$ cat config.mk
export PLATFORM = sky130hd
export DESIGN_NAME = offtime_chopper
export DESIGN_NICKNAME = d
export VERILOG_FILES = /design/src/rtl/otp_pkg.sv /design/src/rtl/otp_serial_port.sv /design/src/rtl/otp_interval_decode.sv /design/src/rtl/otp_blank_timer.sv /design/src/rtl/otp_chop_fsm.sv /design/src/rtl/offtime_chopper.sv
export SDC_FILE = /design/constraint.sdc
export NUM_CORES = 1
export LEC_CHECK = 0
export CORE_MARGIN = 2
export CORE_UTILIZATION = 35
export CTS_CLUSTER_SIZE = 8
export DETAILED_ROUTE_END_ITERATION = 10
export DONT_BUFFER_PORTS = 1
export GPL_ROUTABILITY_DRIVEN = 0
export PLACE_DENSITY = 0.46
export SYNTH_ARGS = -nofsm -noshare
export SYNTH_HDL_FRONTEND = slang
export SYNTH_SLANG_ARGS = --single-unit
$ cat constraint.sdc
create_clock -name clk -period 2.6 [get_ports clk]
set_input_delay 0.52 -clock clk [delete_from_list [all_inputs] [get_ports clk]]
set_output_delay 0.52 -clock clk [all_outputs]
set_load 0.005 [all_outputs]
$ cat src/rtl/otp_pkg.sv
// Shared types and field layout for the fixed off-time PWM timer.
// Assumes a 20-bit configuration word; field positions are fixed here.
package otp_pkg;
    localparam int WORD_W    = 20;
    localparam int OFF_W     = 5;
    localparam int FD_W      = 4;
    localparam int BLK_W     = 2;
    localparam int CNT_W     = OFF_W + 3;
    localparam int BC_W      = 5;
    localparam int BLK_LO    = 0;
    localparam int OFF_LO    = 2;
    localparam int FD_LO     = 7;
    localparam int INT_BIT   = 17;
    localparam int SLEEP_BIT = 19;

    typedef enum logic [1:0] {
        BR_OFF   = 2'b00,
        BR_DRIVE = 2'b01,
        BR_FAST  = 2'b10,
        BR_SLOW  = 2'b11
    } bridge_e;

    typedef struct packed {
        logic             sleep;
        logic             int_mode;
        logic [FD_W-1:0]  fd_n;
        logic [OFF_W-1:0] off_n;
        logic [BLK_W-1:0] blk_code;
    } cfg_t;
endpackage

$ cat src/rtl/otp_serial_port.sv
// Three-wire configuration port. Synchronizes shift clock, data and strobe
// into the oscillator domain, shifts on a rising shift clock (first bit ends
// in the top bit) and copies the word to the active settings on a rising
// strobe. Assumes each serial level is held for more than SYNC_N+1 cycles.
module otp_serial_port
    import otp_pkg::*;
#(
    parameter int SYNC_N = 2
) (
    input  logic clk,
    input  logic rst_n,
    input  logic ser_clk_i,
    input  logic ser_dat_i,
    input  logic ser_stb_i,
    output cfg_t cfg_o
);
    localparam int NLINES = 3;

    logic [NLINES-1:0] raw;
    logic [NLINES-1:0] synced;
    logic              clk_prev, stb_prev;
    logic              shift_en, latch_en;
    logic [WORD_W-1:0] sreg;
    cfg_t              cfg_q;

    assign raw = {ser_stb_i, ser_dat_i, ser_clk_i};

    generate
        for (genvar g = 0; g < NLINES; g++) begin : g_sync
            logic [SYNC_N-1:0] chain;
            // Bring one serial line into the oscillator domain.
            always_ff @(posedge clk) begin
                if (!rst_n) chain <= '0;
                else        chain <= {chain[SYNC_N-2:0], raw[g]};
            end
            assign synced[g] = chain[SYNC_N-1];
        end
    endgenerate

    // Remember the last synchronized shift clock and strobe for edge detection.
    always_ff @(posedge clk) begin
        if (!rst_n) begin
            clk_prev <= 1'b0;
            stb_prev <= 1'b0;
        end else begin
            clk_prev <= synced[0];
            stb_prev <= synced[2];
        end
    end

    assign shift_en = synced[0] & ~clk_prev;
    assign latch_en = synced[2] & ~stb_prev;

    // Shift one data bit in per rising shift clock.
    always_ff @(posedge clk) begin
        if (!rst_n)        sreg <= '0;
        else if (shift_en) sreg <= {sreg[WORD_W-2:0], synced[1]};
    end

    // Copy the used fields of the holding word on a rising strobe.
    always_ff @(posedge clk) begin
        if (!rst_n) begin
            cfg_q <= '0;
        end else if (latch_en) begin
            cfg_q.sleep    <= sreg[SLEEP_BIT];
            cfg_q.int_mode <= sreg[INT_BIT];
            cfg_q.fd_n     <= sreg[FD_LO +: FD_W];
            cfg_q.off_n    <= sreg[OFF_LO +: OFF_W];
            cfg_q.blk_code <= sreg[BLK_LO +: BLK_W];
        end
    end

    assign cfg_o = cfg_q;


    cfg_hold_chk: assert property (@(posedge clk) disable iff (!rst_n)
        !latch_en |=> $stable(cfg_q));
endmodule

$ cat src/rtl/otp_interval_decode.sv
// Turns the configuration fields into cycle counts: off and fast-decay
// lengths of the form 8(N+1)-1, and the blank length from its 2-bit code.
// Purely combinational; assumes the off field is wider than the fast field.
module otp_interval_decode
    import otp_pkg::*;
(
    input  logic [OFF_W-1:0] off_n_i,
    input  logic [FD_W-1:0]  fd_n_i,
    input  logic [BLK_W-1:0] blk_code_i,
    output logic [CNT_W-1:0] toff_o,
    output logic [CNT_W-1:0] tfd_o,
    output logic [BC_W-1:0]  tblank_o
);
    localparam int PAD_W = CNT_W - FD_W - 3;

    // 8(N+1)-1 equals N followed by three ones.
    assign toff_o = {off_n_i, 3'b111};
    assign tfd_o  = {{PAD_W{1'b0}}, fd_n_i, 3'b111};

    // Map the blank code to its cycle count.
    always_comb begin
        unique case (blk_code_i)
            2'b00:   tblank_o = BC_W'(4);
            2'b01:   tblank_o = BC_W'(6);
            2'b10:   tblank_o = BC_W'(12);
            default: tblank_o = BC_W'(24);
        endcase
    end
endmodule

$ cat src/rtl/otp_blank_timer.sv
// Comparator blanking window. Loads its length whenever the bridge enters
// drive and counts down to zero; cleared while sleeping.
module otp_blank_timer
    import otp_pkg::*;
(
    input  logic            clk,
    input  logic            rst_n,
    input  logic            sleep_i,
    input  logic            load_i,
    input  logic [BC_W-1:0] len_i,
    output logic            blank_o
);
    localparam logic [BC_W-1:0] ONE = BC_W'(1);

    logic [BC_W-1:0] cnt_q;

    // Load on drive entry, otherwise count the window down.
    always_ff @(posedge clk) begin
        if (!rst_n || sleep_i)   cnt_q <= '0;
        else if (load_i)         cnt_q <= len_i;
        else if (cnt_q != '0)    cnt_q <= cnt_q - ONE;
    end

    assign blank_o = (cnt_q != '0);


    blank_count_chk: assert property (@(posedge clk) disable iff (!rst_n)
        (cnt_q != '0 && !load_i && !sleep_i) |=> (cnt_q == $past(cnt_q) - ONE));
endmodule

$ cat src/rtl/otp_chop_fsm.sv
// Bridge state machine: drive until an unblanked trip, then an off period of
// toff cycles. In mixed mode the first tfd off cycles are fast decay and the
// rest slow; otherwise a single style is used. Sleep parks the bridge off.
module otp_chop_fsm
    import otp_pkg::*;
(
    input  logic             clk,
    input  logic             rst_n,
    input  logic             trip_i,
    input  logic             blank_i,
    input  logic             sleep_i,
    input  logic             int_mode_i,
    input  logic             mode_pin_i,
    input  logic [CNT_W-1:0] toff_i,
    input  logic [CNT_W-1:0] tfd_i,
    output bridge_e          state_o,
    output logic             drv_on_o
);
    localparam logic [CNT_W-1:0] ONE = CNT_W'(1);

    bridge_e          state_q, state_n;
    logic [CNT_W-1:0] cnt_q, cnt_n;
    logic             mixed, slow_only;

    assign mixed     = int_mode_i & mode_pin_i;
    assign slow_only = ~int_mode_i;

    // Next state, off-period count and drive-entry pulse.
    always_comb begin
        state_n  = state_q;
        cnt_n    = cnt_q;
        drv_on_o = 1'b0;
        if (sleep_i) begin
            state_n = BR_OFF;
            cnt_n   = '0;
        end else begin
            unique case (state_q)
                BR_OFF: begin
                    state_n  = BR_DRIVE;
                    drv_on_o = 1'b1;
                    cnt_n    = '0;
                end
                BR_DRIVE: begin
                    if (trip_i && !blank_i) begin
                        state_n = slow_only ? BR_SLOW : BR_FAST;
                        cnt_n   = ONE;
                    end
                end
                default: begin
                    if (cnt_q >= toff_i) begin
                        state_n  = BR_DRIVE;
                        drv_on_o = 1'b1;
                        cnt_n    = '0;
                    end else begin
                        cnt_n = cnt_q + ONE;
                        if (state_q == BR_FAST && mixed && cnt_q == tfd_i)
                            state_n = BR_SLOW;
                    end
                end
            endcase
        end
    end

    // Register the bridge state and off-period count.
    always_ff @(posedge clk) begin
        if (!rst_n) begin
            state_q <= BR_DRIVE;
            cnt_q   <= '0;
        end else begin
            state_q <= state_n;
            cnt_q   <= cnt_n;
        end
    end

    assign state_o = state_q;


    trip_ends_drive_chk: assert property (@(posedge clk) disable iff (!rst_n)
        (state_q == BR_DRIVE && trip_i && !blank_i && !sleep_i)
            |=> (state_q == BR_FAST || state_q == BR_SLOW));

    slow_only_entry_chk: assert property (@(posedge clk) disable iff (!rst_n)
        (state_q == BR_DRIVE && trip_i && !blank_i && !sleep_i && !int_mode_i)
            |=> (state_q == BR_SLOW));

    blank_holds_drive_chk: assert property (@(posedge clk) disable iff (!rst_n)
        (state_q == BR_DRIVE && blank_i && !sleep_i) |=> (state_q == BR_DRIVE));

    no_slow_to_fast_chk: assert property (@(posedge clk) disable iff (!rst_n)
        (state_q == BR_SLOW) |=> (state_q != BR_FAST));

    sleep_parks_chk: assert property (@(posedge clk) disable iff (!rst_n)
        sleep_i |=> (state_q == BR_OFF));
endmodule

$ cat src/rtl/offtime_chopper.sv
// Fixed off-time PWM current timer top level: serial configuration port,
// interval decode, bridge state machine and blanking timer.
// Assumes trip_i and mode_i are already in the oscillator domain.
module offtime_chopper
    import otp_pkg::*;
#(
    parameter int SYNC_N = 2
) (
    input  logic       clk,
    input  logic       rst_n,
    input  logic       ser_clk_i,
    input  logic       ser_dat_i,
    input  logic       ser_stb_i,
    input  logic       mode_i,
    input  logic       trip_i,
    output logic [1:0] bridge_o,
    output logic       blank_o
);
    cfg_t             cfg;
    logic [CNT_W-1:0] toff, tfd;
    logic [BC_W-1:0]  tblank;
    bridge_e          state;
    logic             drv_on;
    logic             blank;

    otp_serial_port #(.SYNC_N(SYNC_N)) u_port (
        .clk       (clk),
        .rst_n     (rst_n),
        .ser_clk_i (ser_clk_i),
        .ser_dat_i (ser_dat_i),
        .ser_stb_i (ser_stb_i),
        .cfg_o     (cfg)
    );

    otp_interval_decode u_decode (
        .off_n_i    (cfg.off_n),
        .fd_n_i     (cfg.fd_n),
        .blk_code_i (cfg.blk_code),
        .toff_o     (toff),
        .tfd_o      (tfd),
        .tblank_o   (tblank)
    );

    otp_chop_fsm u_fsm (
        .clk        (clk),
        .rst_n      (rst_n),
        .trip_i     (trip_i),
        .blank_i    (blank),
        .sleep_i    (cfg.sleep),
        .int_mode_i (cfg.int_mode),
        .mode_pin_i (mode_i),
        .toff_i     (toff),
        .tfd_i      (tfd),
        .state_o    (state),
        .drv_on_o   (drv_on)
    );

    otp_blank_timer u_blank (
        .clk     (clk),
        .rst_n   (rst_n),
        .sleep_i (cfg.sleep),
        .load_i  (drv_on),
        .len_i   (tblank),
        .blank_o (blank)
    );

    assign bridge_o = state;
    assign blank_o  = blank;


    drive_entry_blank_chk: assert property (@(posedge clk) disable iff (!rst_n)
        (state != BR_DRIVE && !cfg.sleep) |=> (state != BR_DRIVE || blank));

    sleep_no_blank_chk: assert property (@(posedge clk) disable iff (!rst_n)
        (state == BR_OFF) |-> !blank);
endmodule

==> metrics.txt <==
Worst R2R End u_blank.cnt_q[2]$_SDFFE_PP0P_; GRT met1 Usage 18.3%; hold-fix buffer count after cts 0; skew final 0.00987 ns; Synth Flop Type dfxtp_1; IO buf count 0; hold crit path type input pin to flip-flop; layer with the highest usage met2; # setup viols final 0; post-CTS setup buffers 0; die width 87.4 um; measured slew at the worst slew-check pin 0.792 ns; most common cell in the netlist nand2_1; Max stage delay cell, worst path dfxtp_1; drt first pass iters 4; nets@finish 289; # resized after CTS 0; Layout area overhead 6.58%; clk root buf clkbuf_8; M2 GR Usage 20.2%; number of global-route vias before repair 1667; reg2reg start u_fsm.cnt_q[4]$_SDFFE_PP0P_; CTS Buf Count 5; Detail Placement HPWL 3180 um; syn_area_per_cell 8.76 um2; CTS tree built; min-delay src rst_n; Synth Register Bits 56; Tcrit/Tclk final 75.2%; DRT iter0 DRCs 35; Ys Warns 0; Avg WL per Cell 13.1 um; Mapped Area 2430 um2; share of layout cells above drive strength 1 6.55%; Cell Pwr Density 740 nW/um2; H-Tree Level Count 2; drt drc 0; hold depth 1; num ports 10; Non-Filler Instances 355; Power, Total 1.92 mW; Vias/cell 4.93; fin crit period 1.96 ns; reg2reg path depth 5; placed cells 347; final wirelength 4640 um; achievable frequency 511 MHz; global-route wire length before repair 7990 um; pin count of the biggest net entering global routing 46; Crit. End Element flip-flop; Std-Cell Rows 30; largest cells by area after synthesis dfxtp_1 (46%), nand2_1 (11%), a21boi_0 (10%), ha_1 (4.1%), and2_1 (2.1%); headroom to the max-slew limit 47.1%; core area 6760 um2; vias post-DR 1749; GRT Total Usage 13.2%; status complete, no violations; Static Leak 0.878 nW; leading area contributor after synthesis dfxtp_1; Async SR Flop Fraction 0%; syn_nets 293; synthesized instance count 278; Die Y 87.4 um; Skew-Pair Late Insertion Delay 0.31 ns; Initial Util 36.0%; worst ir drop on vdd 0.365 mV; Post-synth EDFFs 0; CTS sink cnt 56; Hold EP u_fsm.state_o[0]$_SDFFE_PN1P_; Worst-path clk slew 0.11 ns; RSZ-0062 raised after global routing no; synth unique cells 42; crit path max fanout 10; final hold vios 0; FF+latch area 1120 um2; area of the multi-input gates 1230 um2; arrival time worst endpoint 2.15 ns; crit path kind flip-flop to flip-flop; share of the synthesized area in the top cell type 46.0%; Slew Limit Fails 0; Detail Route Antenna Nets 0; remaining global-route overflow 0; Max Cap Viol 0; sequential share of the synthesized area 46.0%; setup TNS 0 ns; initial antenna violation count 0; die area 7640 um2; Fill cells 680; setup slack, reg-to-reg 0.64 ns; CP required 2.80 ns; routing usage on met3 3.13%; crit-path cells ha_1 -> nand4_1 -> a21o_1 -> a21oi_2 -> mux2_1; CP max stage delay 0.42 ns; diode count 0; commonest cells in the netlist nand2_1 (74), dfxtp_1 (56), a21boi_0 (33); Worst setup SP type flip-flop; clock tree buffer depth 2
kinds of logic after synthesis:
logic type                 share of synthesized area [%]
AOI/OAI and AO/OA                                   17.6
and+or+nand+nor                                     23.5
adders and majority gates                           4.11
xor gates and xnor gates                            2.52
muxes                                               2.57
buffers and inverters                               3.60
DFF                                                 46.0
placed cells by master, fill, tap and decap left out, types with 2 or more instances in the layout:
cell type	n
nor2b_1	3
clkbuf_8	5
and2_1	8
xor2_1	3
ha_1	8
nand4b_1	3
nand2b_1	4
inv_1	9
or4_1	2
nand2_1	74
o31ai_1	2
buf_4	3
a211oi_1	3
nor3_1	5
nand4_1	3
a31oi_1	3
nand3_1	7
a32oi_1	2
a21oi_1	5
xnor2_1	4
a21boi_0	33
dfxtp_1	56
mux2i_1	4
a21o_1	2
nor2_1	4
state kept, by name, summed over array words and instances (netlist names):
name	flops
u_port.sreg	20
u_fsm.state_o	2
u_port.cfg_o	13
u_blank.cnt_q	5
u_port.g_sync.chain	6
u_port.stb_prev	1
u_port.clk_prev	1
u_fsm.cnt_q	8
through the flow:
stage          utilization, %  hold WS, ns  cell area, um2  worst slack (ns)
2_1_floorplan               -        0.412            2430             0.669
3_3_place_gp             37.1        0.429            2500             0.701
3_5_place_dp             37.1        0.423            2500             0.673
4_1_cts                  38.4        0.308            2590             0.608
5_1_grt                  38.4        0.307            2590             0.532
6_report                 38.4        0.331            2590             0.644
layout make-up:
| class | instances | share of cell area [%] |
|---|---|---|
| multi-input combinational | 199 | 47.3 |
| inverter | 9 | 1.30 |
| sequential | 56 | 43.2 |
| timing repair buffer | 3 | 0.868 |
| clock inverter | 3 | 0.868 |
| tap | 80 | 3.86 |
| clock buffer | 5 | 2.65 |
worst max path at each step:
stage | end | from | depth (start not counted)
2_1_floorplan | u_blank.cnt_q[2]$_SDFFE_PP0P_ | u_fsm.cnt_q[6]$_SDFFE_PP0P_ | 5
3_3_place_gp | u_blank.cnt_q[2]$_SDFFE_PP0P_ | u_fsm.cnt_q[4]$_SDFFE_PP0P_ | 5
3_5_place_dp | u_fsm.cnt_q[5]$_SDFFE_PP0P_ | u_blank.cnt_q[0]$_SDFFE_PP0P_ | 6
4_1_cts | blank_o | u_blank.cnt_q[0]$_SDFFE_PP0P_ | 5
5_1_grt | u_fsm.cnt_q[5]$_SDFFE_PP0P_ | u_blank.cnt_q[0]$_SDFFE_PP0P_ | 6
6_report | u_blank.cnt_q[2]$_SDFFE_PP0P_ | u_fsm.cnt_q[4]$_SDFFE_PP0P_ | 5
critical path: cells and delay by family, from the launching register on:
kind | cells | cell delay (ns)
compound gates | 2 | 0.64
mux | 1 | 0.35
simple gates | 1 | 0.09
flops | 1 | 0.42
fa+ha+maj | 1 | 0.34
metal layers:
| metal | vias up | routed length (um) |
|---|---|---|
| met1 | 798 | 2510 |
| met3 | 2 | 120 |
| met2 | 16 | 1980 |
| met4 | 0 | 32 |
| li1 | 933 | - |
| met5 | - | 0 |
report_power, final:
group          switching (mW)  total [mW]  internal, mW
combinational           0.249       0.463         0.213
clock                   0.295       0.489         0.194
sequential             0.0553       0.968         0.913
(Power assumes the default switching activity.)
